**src/rtl/pixout_pkg.sv**
```systemverilog
package pixout_pkg;
    localparam int PIX_W   = 12;
    localparam int LEVEL_W = 10;

    typedef enum logic [1:0] {
        SRC_HOLD,
        SRC_SAMPLE,
        SRC_BLANK,
        SRC_ZERO
    } src_sel_t;

    typedef struct packed {
        logic bypass;
        logic clk_pol;
        logic blk_pol;
    } pol_cfg_t;

    function automatic logic eff_level(input logic bypass, input logic pol);
        return bypass ? 1'b0 : pol;
    endfunction
endpackage

```
**src/rtl/pix_edge_det.sv**
```systemverilog
module pix_edge_det (
    input  logic clk,
    input  logic rst,
    input  logic adc_clk,
    input  logic active_level,
    output logic fire
);
    logic adc_q;

    always_ff @(posedge clk) begin
        if (rst) adc_q <= 1'b0;
        else     adc_q <= adc_clk;
    end

    assign fire = (adc_clk ^ adc_q) & ~(adc_clk ^ active_level);

    // a capture edge is a single-cycle event
    p_single_fire_r3: assert property (@(posedge clk) disable iff (rst)
        fire |=> !fire);
endmodule

```
**src/rtl/pix_capture.sv**
```systemverilog
module pix_capture
    import pixout_pkg::*;
#(
    parameter int DATA_W  = PIX_W,
    parameter int BLANK_W = LEVEL_W
) (
    input  logic               clk,
    input  logic               rst,
    input  logic               fire,
    input  logic               standby,
    input  logic               blank_act,
    input  logic [DATA_W-1:0]  sample,
    input  logic [BLANK_W-1:0] blank_level,
    output logic [DATA_W-1:0]  data_q
);
    localparam int PAD_W = DATA_W - BLANK_W;

    src_sel_t          sel;
    logic [DATA_W-1:0] next_val;

    always_comb begin
        if (standby)        sel = SRC_ZERO;
        else if (!fire)     sel = SRC_HOLD;
        else if (blank_act) sel = SRC_BLANK;
        else                sel = SRC_SAMPLE;
    end

    always_comb begin
        unique case (sel)
            SRC_ZERO:   next_val = '0;
            SRC_BLANK:  next_val = {{PAD_W{1'b0}}, blank_level};
            SRC_SAMPLE: next_val = sample;
            default:    next_val = data_q;
        endcase
    end

    always_ff @(posedge clk) begin
        if (rst) data_q <= '0;
        else     data_q <= next_val;
    end

    // value holds when no capture edge and not in standby
    p_hold_r2: assert property (@(posedge clk) disable iff (rst)
        (!fire && !standby) |=> $stable(data_q));
    // standby zeroes the register on the next clock
    p_stby_zero_r7: assert property (@(posedge clk) disable iff (rst)
        standby |=> (data_q == '0));
    // blanking capture loads the padded level
    p_blank_r4: assert property (@(posedge clk) disable iff (rst)
        (fire && !standby && blank_act) |=>
        (data_q[BLANK_W-1:0] == $past(blank_level)) && (data_q[DATA_W-1:BLANK_W] == '0));
endmodule

```
**src/rtl/pix_bus_drive.sv**
```systemverilog
module pix_bus_drive
    import pixout_pkg::*;
#(
    parameter int DATA_W = PIX_W
) (
    input  logic [DATA_W-1:0] data_q,
    input  logic              oe_n,
    input  logic              sdo_active,
    input  logic              sdo_data,
    output logic [DATA_W-1:0] bus_out,
    output logic [DATA_W-1:0] bus_en
);
    for (genvar b = 0; b < DATA_W; b++) begin : g_bit
        assign bus_en[b] = ~oe_n;
        if (b == 0) begin : g_lsb
            assign bus_out[b] = sdo_active ? sdo_data : data_q[b];
        end else begin : g_upper
            assign bus_out[b] = data_q[b];
        end
    end
endmodule

```
**src/rtl/pixout_stage.sv**
```systemverilog
module pixout_stage
    import pixout_pkg::*;
#(
    parameter int DATA_W  = PIX_W,
    parameter int BLANK_W = LEVEL_W
) (
    input  logic               clk,
    input  logic               rst,
    input  logic               adc_clk,
    input  logic               adc_pol,
    input  logic               bypass,
    input  logic [DATA_W-1:0]  sample_in,
    input  logic               blank_strobe,
    input  logic               blk_pol,
    input  logic [BLANK_W-1:0] blank_level,
    input  logic               hw_standby_n,
    input  logic               sw_run,
    input  logic               oe_n,
    input  logic               sdo_data,
    input  logic               sdo_active,
    output logic [DATA_W-1:0]  bus_out,
    output logic [DATA_W-1:0]  bus_en
);
    pol_cfg_t          cfg;
    logic              clk_level;
    logic              blank_level_act;
    logic              blank_act;
    logic              standby;
    logic              fire;
    logic [DATA_W-1:0] data_q;

    assign cfg             = '{bypass: bypass, clk_pol: adc_pol, blk_pol: blk_pol};
    assign clk_level       = eff_level(cfg.bypass, cfg.clk_pol);
    assign blank_level_act = eff_level(cfg.bypass, cfg.blk_pol);
    assign blank_act       = (blank_strobe == blank_level_act);
    assign standby         = ~hw_standby_n | ~sw_run;

    pix_edge_det u_edge (
        .clk          (clk),
        .rst          (rst),
        .adc_clk      (adc_clk),
        .active_level (clk_level),
        .fire         (fire)
    );

    pix_capture #(.DATA_W(DATA_W), .BLANK_W(BLANK_W)) u_cap (
        .clk         (clk),
        .rst         (rst),
        .fire        (fire),
        .standby     (standby),
        .blank_act   (blank_act),
        .sample      (sample_in),
        .blank_level (blank_level),
        .data_q      (data_q)
    );

    pix_bus_drive #(.DATA_W(DATA_W)) u_drv (
        .data_q     (data_q),
        .oe_n       (oe_n),
        .sdo_active (sdo_active),
        .sdo_data   (sdo_data),
        .bus_out    (bus_out),
        .bus_en     (bus_en)
    );

    // enables follow the output-disable input
    p_oe_release_r8: assert property (@(posedge clk) disable iff (rst)
        oe_n |-> (bus_en == '0));
    p_oe_drive_r8: assert property (@(posedge clk) disable iff (rst)
        !oe_n |-> (&bus_en));
    // read-back owns bit 0, upper bits stay with the pixel register
    p_sdo_lsb_r9: assert property (@(posedge clk) disable iff (rst)
        sdo_active |-> (bus_out[0] == sdo_data) && (bus_out[DATA_W-1:1] == data_q[DATA_W-1:1]));
endmodule

```
**config.mk**
```make
export PLATFORM = sky130hd
export DESIGN_NAME = pixout_stage
export DESIGN_NICKNAME = d
export VERILOG_FILES = /design/src/rtl/pixout_pkg.sv /design/src/rtl/pix_edge_det.sv /design/src/rtl/pix_capture.sv /design/src/rtl/pix_bus_drive.sv /design/src/rtl/pixout_stage.sv
export SDC_FILE = /design/constraint.sdc
export NUM_CORES = 1
export LEC_CHECK = 0
export BUFFER_PORTS_ARGS = -buffer_cell sky130_fd_sc_hd__buf_2
export CAP_MARGIN = 5
export CORE_UTILIZATION = 40
export DETAILED_ROUTE_END_ITERATION = 12
export PLACE_DENSITY = 0.78
export REMOVE_ABC_BUFFERS = 1
export SLEW_MARGIN = 0
export SYNTH_ARGS = -nofsm -noshare
export SYNTH_HDL_FRONTEND = slang
export SYNTH_SLANG_ARGS = --single-unit
```
**constraint.sdc**
```tcl
create_clock -name clk -period 2.27 [get_ports clk]
set_input_delay 0.1135 -clock clk [delete_from_list [all_inputs] [get_ports clk]]
set_output_delay 0.1135 -clock clk [all_outputs]
set_load 0.02 [all_outputs]
```
# Word-level counts from Yosys, hierarchy flattened
# Cells that the tools add are included.
# totals
ff_bits,13
inputBits,34
output_inout_bits,24
# classes
n_eq_ne,4
n_mux,7
bitwise,8
n_reduce_logical,1
# ops
operator,n
case mux 12 bit (3 select lines),1
two-way mux 2 bit,3
"equality test 2 bit, second input constant",2
NOT 1 bit,4
two-way mux 1 bit,3
nonzero test 3 bit,1
"equality test 2 x 1 -> 1 bit, second input constant",1
XOR 1 bit,2
AND 1 bit,1
equality test 1 bit,1
bitwise OR 1 bit,1

# Logic depth before layout (Yosys ltp)
# logic_depth
depth_word,8
depth_mapped,8
mapped_depth_nobuf,7

# Cells and area by module
# Synthesis repeated with hierarchy kept, for this count alone.
# hier_totals
cells_unflattened,95
hier_area_um2,878.3
# modules_own_cells
module,instances,cells_per_inst,area_each_um2,seq_area_each_um2
pix_capture,1,62,618.1,240.2
pix_bus_drive,1,24,183.9,0.0
pix_edge_det,1,5,48.8,20.0
pixout_stage,1,4,27.5,0.0

# Worst setup path before layout
# OpenSTA, ideal clock, no wires.
# synth_path
path_type,flip-flop to flip-flop
from,register u_edge.adc_q
to,register u_cap.data_q[0]
arrival_ns,1.491
path_slack_ns,0.652
stages_incl_launch_ff,9
path_buffers,1
synth_period_minus_slack_ns,1.618
cell_sequence,dfxtp_1 > nand4bb_1 > o21a_1 > o21ba_1 > ha_1 > buf_6 > a22o_1 > a22oi_1 > nor2_1
# synth_via
elab_chain_len,6
elab_cells_between_ends,9
classes_between,eq/ne (3); mux (3); bitwise (2); reduce/logical (1)
# synth_rtl
item,line_no,rtl
start: declaration,pix_edge_det.sv:8,logic adc_q;
start signal: assignment,pix_edge_det.sv:12,else adc_q <= adc_clk;
XOR 1 bit *,pix_edge_det.sv:15,assign fire = (adc_clk ^ adc_q) & ~(adc_clk ^ active_level);
AND 1 bit *,pix_edge_det.sv:15,
two-way mux 2 bit *,pix_capture.sv:23,else if (!fire) sel = SRC_HOLD;
two-way mux 2 bit *,pix_capture.sv:22,if (standby) sel = SRC_ZERO;
equality test 2 x 1 -> 1 bit or equality test 2 bit (tied branches),pix_capture.sv:29,unique case (sel)
case mux 12 bit (3 select lines) or nonzero test 3 bit (tied branches),-,
end signal: assignment,pix_capture.sv:39,else data_q <= next_val;
end: declaration,pix_capture.sv:14,output logic [DATA_W-1:0] data_q
# Every way passes the cells marked *; elsewhere a longest branch is shown, timed or not.
# A chain may end at the register's enable or synchronous reset.

# Worst setup path in the final report
# layout_path
from,register u_edge.adc_q
to,register u_cap.data_q[1]
# Same word-level chain as after synthesis.

==> out/results.ini <==
[cts]
numCtsBuffers = 3
cts.sink_count = 13
cts_hold_buf = 0
cts_resized = 0
worst_setup_hold_path_clk_slew_ns = 0.08
cts_tree = built
clock_latency_ns = 0.27
cts_max_level = 1
cts-root-buf = clkbuf_4
cts_setup_buffers = 0
clk_path_buf_depth = 2

[sta]
period_share = 0.7867
setup_viol = 0
fmax_ghz = 0.5600
post-route-min-period_ns = 1.786
drv_slew = 0
hold_viol_final = 0
finalSetupTns_ns = 0
relSlewSlack = 0.7139
skew_ns = 0.002544
tightest_slew_ns = 0.4291
rsz0062_at_grt = no

[power_and_ir_drop]
peakVddDrop_v = 0.0002307
p_leak_uw = 0.0005213
p_per_area_nw_per_um2 = 510.9

[layout]
final_util = 0.5069
diodes = 0
synthToLayoutAreaGrowth_pct = 18.96
fillers = 195
nNetsFinal = 167
drive_gt1_frac = 0.4961

[routing]
drc_errors = 0
vias_per_cell = 4.885
drt_iter0_drc = 6
firstDrtPassIters = 4
wl_per_cell_um = 11.48
wl_um = 1791
antenna_left = 0
via_count = 762

[grt]
grt_pass1_vias = 682
overflow = 0
grt_max_degree = 14
antenna_found_initial = 0
grt_usage = 0.1731
grt_pass1_wl_um = 2753

[critical_path]
path_max_fanout = 11
r2r-start = u_edge.adc_q
arrival_ns = 1.95
cp-startpoint = u_edge.adc_q
required_ns = 2.43
cp-end-kind = register
crit_path_start_kind = register
crit_chain = nand4bb_1 > o21a_1 > o21ba_1 > ha_1 > a22o_1 > a22oi_1 > nor2_1
slowest_stage = ha_1
slowest_delay_ns = 0.33
crit_type = reg2reg

[floorplanning]
rows = 16
start_util = 0.4261
dieWidth_um = 47.95
die_area_um2 = 2299
ioPinCount = 58
core_um2 = 1982
die_h_um = 47.95

[synth]
avgSynthCellArea_um2 = 9.081
synth_area_um2 = 844.6
ys_seq_area_frac = 0.3081
yosysWarnings = 0
yosys.area.top_type = dfxtp_1
synth_cells = 93
yosysUniqueCellTypes = 23
synth_edf_count = 0
yosys.area.top_type_share = 0.3081
synthTopCellsByArea = dfxtp_1 (31%), buf_4 (20%), a22oi_1 (11%)
ys.flop_type = dfxtp_1
synthArstFlopShare = 0
ys_ff_latch = 13

[hold_path]
hp-start = sample_in[11]
hold_path_class = in2reg

[placed_design]
dp_hpwl_um = 1446
gp_congestion = 0.8131
portBuffers = 57

[job]
cap_violations = 0

[status]
status = finished clean

==> per-stage QoR <==
stage          instances  hold slack [ns]  setup WS [ns]  area (um2)  power, uW
6_report             156          0.07366         0.4843        1005      513.3
5_1_grt              156          0.06956         0.2919        1005      552.1
4_1_cts              156          0.06809         0.4672        1005      519.3
3_5_place_dp         152           0.3525         0.4836       978.4      379.8
3_3_place_gp         152           0.3519         0.5393       978.4      376.1
2_1_floorplan         67           0.1851         0.6772       651.9      320.0
==> cell usage after synthesis (all sizes together) (2+ instances only) <==
library cell / number
nand2b: 2
ha: 3
a22oi: 12
nor2b: 3
nor2: 13
a22o: 10
buf: 25
dfxtp: 13
==> critical path: cells and delay by family (launching register included) <==
kind / cells / cell delay, ns
adder cells (fa/ha/maj): 1 / 0.33
AO/OA/AOI/OAI: 4 / 0.76
AND/OR/NAND/NOR: 2 / 0.26
flip-flops: 1 / 0.32
==> registers in the layout, indices dropped and copies added, names as in the netlist <==
signal	count
u_cap.data_q	12
u_edge.adc_q	1
==> placed cells by master, fill, tap and decap left out, drive strengths merged <==
cell	synthesis	routed
a22oi	12	12
buf	25	58
a21o	1	1
o21a	1	1
xnor2	1	1
inv	1	1
a22o	10	10
nand2	1	1
dfxtp	13	13
o21bai	1	1
a21oi	1	1
nand2b	2	2
nor2	13	13
mux2	1	1
nor2b	3	3
ha	3	3
nand4bb	1	1
clkbuf	1	4
o21ba	1	1
o21ai	1	1
==> per-layer routing <==
metal  vias up  GRT usage  part of all wire
met5         -          0                 0
met4         0    0.08333             0.011
met3         2    0.03396             0.083
met2        41     0.3000              0.47
met1       338     0.2022              0.44
li1        381          -                 -
==> area by class of cell <==
| type | count | area [um2] | area share |
|---|---|---|---|
| inverter | 1 | 3.754 | 0.003736 |
| multi-input combinational | 53 | 387.9 | 0.3861 |
| timing repair buffer | 58 | 292.8 | 0.2914 |
| sequential | 13 | 260.3 | 0.2590 |
| clock buffer | 4 | 26.28 | 0.02615 |
| tap | 27 | 33.78 | 0.03362 |
==> logic make-up (layout without fill, tap and decap cells) <==
group / count (synthesis) / in the layout / share of synthesized area
buffers and inverters: 27 / 63 / 0.2326
xor gates and xnor gates: 1 / 1 / 0.01926
DFF: 13 / 13 / 0.3081
muxes: 1 / 1 / 0.01333
AOI/OAI and AO/OA: 28 / 28 / 0.2607
and+or+nand+nor: 20 / 20 / 0.1215
adders and majority gates: 3 / 3 / 0.04445
==> report_power, final <==
part / leakage [uW] / internal [uW] / switching, uW
clock: 0.0000150 / 68.0 / 71.7
combinational: 0.000401 / 60.6 / 75.1
sequential: 0.000105 / 235 / 3.33
==> final timing paths <==
kind | slack [ns] | cells after the start | endpoint
hold / removal | 0.07 | 3 | u_cap.data_q[11]
hold reg to reg | 0.51 | 2 | u_cap.data_q[7]
setup reg to reg | 0.48 | 7 | u_cap.data_q[1]
setup / recovery | 0.48 | 7 | u_cap.data_q[1]
No activity file was read; power rests on OpenSTA's default activity.
